$ cat src/rtl/row_scan_pkg.sv
package row_scan_pkg;

    // Edge information of one synchronised level
    typedef struct packed {
        logic rise;
        logic chg;
    } edge_t;

endpackage

$ cat src/rtl/scan_sync2.sv
module scan_sync2 #(
    parameter int W = 2
) (
    input  logic         clk,
    input  logic         rst_n,
    input  logic [W-1:0] din,
    output logic [W-1:0] dout
);
    typedef struct packed {
        logic [W-1:0] s1;
        logic [W-1:0] s2;
    } st_t;

    st_t st_d, st_q;

    always_comb begin
        st_d    = st_q;
        st_d.s1 = din;
        st_d.s2 = st_q.s1;
    end

    always_ff @(posedge clk or negedge rst_n) begin
        if (!rst_n) st_q <= '0;
        else        st_q <= st_d;
    end

    assign dout = st_q.s2;
endmodule

$ cat src/rtl/scan_edge_det.sv
module scan_edge_det
    import row_scan_pkg::*;
#(
    parameter int W = 2
) (
    input  logic         clk,
    input  logic         rst_n,
    input  logic [W-1:0] lvl,
    output edge_t        ev   [W],
    output logic [W-1:0] lvl_dly
);
    logic [W-1:0] prev_d, prev_q;

    always_comb begin
        prev_d = lvl;
    end

    always_ff @(posedge clk or negedge rst_n) begin
        if (!rst_n) prev_q <= '0;
        else        prev_q <= prev_d;
    end

    for (genvar i = 0; i < W; i++) begin : g_ev
        assign ev[i].rise = lvl[i] & ~prev_q[i];
        assign ev[i].chg  = lvl[i] ^ prev_q[i];
    end

    assign lvl_dly = prev_q;
endmodule

$ cat src/rtl/scan_line_ctr.sv
module scan_line_ctr #(
    parameter int LINES = 480,
    parameter int CNT_W = $clog2(LINES + 1)
) (
    input  logic             clk,
    input  logic             rst_n,
    input  logic             line_rise,
    input  logic             field_chg,
    output logic             scan,
    output logic [CNT_W-1:0] cnt
);
    localparam logic [CNT_W-1:0] LIMIT = CNT_W'(LINES);

    typedef struct packed {
        logic [CNT_W-1:0] cnt;
        logic             scan;
    } st_t;

    st_t st_d, st_q;

    always_comb begin
        st_d = st_q;
        if (field_chg) begin
            // a new field restarts injection; a coincident line edge is dropped
            st_d.cnt  = '0;
            st_d.scan = 1'b0;
        end else if (line_rise && (st_q.cnt < LIMIT)) begin
            st_d.cnt  = st_q.cnt + CNT_W'(1);
            st_d.scan = (st_q.cnt == '0);
        end
    end

    always_ff @(posedge clk or negedge rst_n) begin
        if (!rst_n) st_q <= '0;
        else        st_q <= st_d;
    end

    assign scan = st_q.scan;
    assign cnt  = st_q.cnt;
endmodule

$ cat src/rtl/row_scan_seq.sv
module row_scan_seq
    import row_scan_pkg::*;
#(
    parameter int   ADDR_W  = 8,
    parameter int   LINES   = 480,
    parameter logic STB_LVL = 1'b1,
    parameter logic POL_LVL = 1'b0,
    parameter logic BLK_LVL = 1'b1,
    parameter logic DIR_LVL = 1'b0
) (
    input  logic              clk,
    input  logic              rst_n,
    input  logic [ADDR_W-1:0] line_addr,
    input  logic              field_par,
    output logic              scan_bit,
    output logic              shift_clk,
    output logic              chain_clr,
    output logic              strobe,
    output logic              polarity,
    output logic              blank,
    output logic              shift_dir
);
    localparam int CNT_W = $clog2(LINES + 1);
    localparam int NSIG  = 2;
    localparam int I_LN  = 0;
    localparam int I_FP  = 1;

    logic [NSIG-1:0]  raw_lvl, sync_lvl, dly_lvl;
    edge_t            ev [NSIG];
    logic [CNT_W-1:0] line_cnt;
    logic             unused_hi;
    logic             unused_ev;

    assign raw_lvl[I_LN] = line_addr[0];
    assign raw_lvl[I_FP] = field_par;

    scan_sync2 #(.W(NSIG)) u_sync (
        .clk   (clk),
        .rst_n (rst_n),
        .din   (raw_lvl),
        .dout  (sync_lvl)
    );

    scan_edge_det #(.W(NSIG)) u_edge (
        .clk     (clk),
        .rst_n   (rst_n),
        .lvl     (sync_lvl),
        .ev      (ev),
        .lvl_dly (dly_lvl)
    );

    scan_line_ctr #(.LINES(LINES), .CNT_W(CNT_W)) u_ctr (
        .clk       (clk),
        .rst_n     (rst_n),
        .line_rise (ev[I_LN].rise),
        .field_chg (ev[I_FP].chg),
        .scan      (scan_bit),
        .cnt       (line_cnt)
    );

    // shift clock leads the scan bit by one system clock: hold margin for the chain
    assign shift_clk = sync_lvl[I_LN];
    assign chain_clr = dly_lvl[I_FP];

    assign strobe    = STB_LVL;
    assign polarity  = POL_LVL;
    assign blank     = BLK_LVL;
    assign shift_dir = DIR_LVL;

    // upper address bits and spare edge flags carry no function here
    assign unused_hi = ^line_addr[ADDR_W-1:1];
    assign unused_ev = ev[I_LN].chg ^ ev[I_FP].rise ^ dly_lvl[I_LN];
endmodule

$ cat config.mk
export PLATFORM = sky130hd
export DESIGN_NAME = row_scan_seq
export DESIGN_NICKNAME = d
export VERILOG_FILES = /design/src/rtl/row_scan_pkg.sv /design/src/rtl/scan_sync2.sv /design/src/rtl/scan_edge_det.sv /design/src/rtl/scan_line_ctr.sv /design/src/rtl/row_scan_seq.sv
export SDC_FILE = /design/constraint.sdc
export NUM_CORES = 1
export LEC_CHECK = 0
export BUFFER_PORTS_ARGS = -buffer_cell sky130_fd_sc_hd__buf_2
export CAP_MARGIN = 20
export CORE_MARGIN = 3
export CORE_UTILIZATION = 35
export DETAILED_ROUTE_END_ITERATION = 7
export GPL_TIMING_DRIVEN = 0
export PLACE_DENSITY = 0.65
export SLEW_MARGIN = 5
export SYNTH_ARGS = -nofsm -noshare
export SYNTH_HDL_FRONTEND = slang
export SYNTH_SLANG_ARGS = --single-unit
$ cat constraint.sdc
create_clock -name clk -period 1.3 [get_ports clk]
set_input_delay 0.065 -clock clk [delete_from_list [all_inputs] [get_ports clk]]
set_output_delay 0.065 -clock clk [all_outputs]
set_load 0.05 [all_outputs]
==> flow_summary.toml <==
[floorplan]
die_h_um = 51.77
fp.dieW_um = 51.77
dieArea_mm2 = 0.002680
pin_count = 18
core-area_mm2 = 0.001858
initial_core_util_pct = 39.46
num_rows = 15

[route]
first_iter_violations = 6
ant_nets = 0
drt_first_pass_iters = 3
vias_per_cell = 4.770
drc = 0
drt-wirelength-per-cell_um = 12.52
routed_wl_um = 1527
routed-via-count = 582

[grt]
grt_usage_pct = 12.53
gr-usage-met1_pct = 15.04
grt.overflow.total = 0
grt_pass1_vias = 586
busiest_layer = "met2"
grt_pass1_wl_um = 2477
grtUsageMet3_pct = 5.158
grt_max_degree = 17
antenna_found_initial = 0
grt_util_met2_pct = 20.34

[final_layout]
design_area_mm2 = 0.001096
final_cell_mix = "buf_4, dfrtp_1, nor2_1"
area_growth_pct = 49.49
antenna_cells = 0
utilization_pct = 58.99
multiInputGateArea_um2 = 407.9
final_common_cell = "buf_4"
register_area_um2 = 405.4
drive_above_1_share_pct = 50.52
fin_nets = 111
fillers = 151

[hold_path]
min_path_type = "input port to asynchronous set/reset pin"

[sta]
max_freq_ghz = 0.7312
min_period_ns = 1.368
drv_slew = 0
hold_violations = 0
skew_ns = 0.01656
worst_slack_ns = -0.06771
rsz0062_at_grt = "true"
finalCritPeriodShare_pct = 105.2
finalSetupViolations = 1

[critical_path]
cp_cell_sequence = "nand4_4 -> nand2_4 -> or4_1 -> a21oi_1"
worstReg2RegStart = "u_ctr.cnt[5]$_DFFE_PN0P_"
reg2reg_slack_ns = -0.07
crit_path_end_kind = "register"
reg2reg_to = "u_ctr.cnt[7]$_DFFE_PN0P_"
path_max_fanout = 5
critPathSlowestCell = "or4_1"
reg2reg_depth = 4
critPathBufInv = 0
path_class = "register to register"
required_ns = 1.52
slowest_delay_ns = 0.49
critical-path-top-delay-family = "simple AND/OR/NAND/NOR gates"
startpoint_type = "register"
cp.arrival_ns = 1.59

[placed_design]
dpl_worst_slack_ns = -0.1350
port_buffers = 6
postPlaceCellArea_um2 = 810.8
hpwl_um = 854.4
place_congestion = 0.8044

[cts]
cts.path.max_buffers = 2
clockRootBuffer = "clkbuf_4"
path_clk_slew_ns = 0.10
clk_latency_ns = 0.29
h-tree-depth = 1
cts_tree = "done"
cts_made_buffers = 3
clock_sinks = 16

[yosys]
yosys.area_share.simple_pct = 23.21
muxShareOfSynthArea_pct = 0
syn_area_per_cell_um2 = 10.78
synth.distinct_cells = 26
ys_warn_count = 0
synthCells = 68
synth-seq-cells = 16
synth_top_family_by_area = "simple AND/OR/NAND/NOR gates"
syn_area_um2 = 733.2
synth-adder-area-share_pct = 3.413
synth_compound_area_share_pct = 4.266
ys_seq_area_share_pct = 54.61
synth-xor-area-share_pct = 8.362

[power_and_ir_drop]
vdd_drop_max_uv = 622.1
power_density_mw_per_mm2 = 936.5
cellLeakagePower_nw = 0.5016
power_mw = 1.026

[run_status]
status = "complete, but fails checks"
violations = "setup timing"

[run]
maxCapViolations = 0
stage by stage:
step           hold WS, ns  setup TNS [ns]  std cells
6_report            0.1959        -0.06771        122
3_5_place_dp     -0.002556         -0.2583        101
5_1_grt             0.2330         -0.3238        122
3_3_place_gp     -0.007306         -0.2012        101
4_1_cts             0.2098        -0.07915        118
2_1_floorplan      -0.2306         -0.1842         70
logic make-up after synthesis:
kind of cell / Yosys count
other: 2
xor gates and xnor gates: 7
buffers and inverters: 6
AOI/OAI and AO/OA: 5
and+or+nand+nor: 30
DFF: 16
adders and majority gates: 2
power by group:
group / switching (mW) / internal [mW]
sequential: 0.0149 / 0.515
combinational: 0.102 / 0.0663
clock: 0.157 / 0.170
registers in the layout (all words and copies together) (netlist names):
signal	cells
u_sync.dout	2
u_ctr.cnt	9
u_ctr.scan	1
u_sync.st_d	2
u_edge.lvl_dly	2
per-layer routing:
layer	up-vias	share of wire, %
met3	0	5.2
met1	286	45
met2	13	49
met4	0	0
li1	283	-
met5	-	0
cells in the mapped netlist:
cell | count | area (um2)
a21oi_1 | 3 | 15.01
a41oi_1 | 1 | 8.760
and2_1 | 1 | 6.260
and2b_1 | 1 | 7.510
and3_1 | 1 | 6.260
and4_1 | 1 | 8.760
and4b_1 | 1 | 10.01
buf_4 | 4 | 30.03
conb_1 | 2 | 7.510
dfrtp_1 | 16 | 400.4
ha_1 | 2 | 25.02
inv_1 | 2 | 7.510
nand2_1 | 4 | 15.01
nand2_2 | 1 | 6.260
nand2b_1 | 1 | 6.260
nand3_1 | 5 | 25.02
nand4_1 | 1 | 6.260
nand4_2 | 1 | 12.51
nor2_1 | 7 | 26.28
nor3_1 | 1 | 5.000
nor4_1 | 2 | 12.51
nor4b_1 | 1 | 8.760
o31ai_1 | 1 | 7.510
or4_1 | 1 | 7.510
xnor2_1 | 3 | 26.28
xor2_1 | 4 | 35.03
worst max-delay path by stage:
| stage | from | end | cells past startpoint |
|---|---|---|---|
| 2_1_floorplan | u_sync.dout[0]$_DFF_PN0_ | u_ctr.cnt[7]$_DFFE_PN0P_ | 4 |
| 3_3_place_gp | u_ctr.cnt[5]$_DFFE_PN0P_ | u_ctr.cnt[7]$_DFFE_PN0P_ | 4 |
| 3_5_place_dp | u_ctr.cnt[5]$_DFFE_PN0P_ | u_ctr.cnt[7]$_DFFE_PN0P_ | 4 |
| 4_1_cts | u_ctr.cnt[5]$_DFFE_PN0P_ | u_ctr.cnt[7]$_DFFE_PN0P_ | 4 |
| 5_1_grt | u_ctr.cnt[5]$_DFFE_PN0P_ | u_ctr.cnt[7]$_DFFE_PN0P_ | 4 |
| 6_report | u_ctr.cnt[5]$_DFFE_PN0P_ | u_ctr.cnt[7]$_DFFE_PN0P_ | 4 |
timing repair:
action | CTS | global route
pin swaps | 8 | 9
setup buffers | 10 | 4
endpoints found under the hold margin | 18 | 0
hold buffers | 3 | 0
gates resized for setup | 13 | 13
setup endpoints to repair | 3 | 7
area by class of cell:
class                   count  share of cell area (%)
well taps                  25                   2.854
repair buffers             23                   15.75
plain buffers               4                   2.740
clock buffers               4                   3.311
flip-flops and latches     16                   36.99
multi-input cells          48                   37.21
inverters                   2                   1.142
No activity file was read; power rests on OpenSTA's default activity.
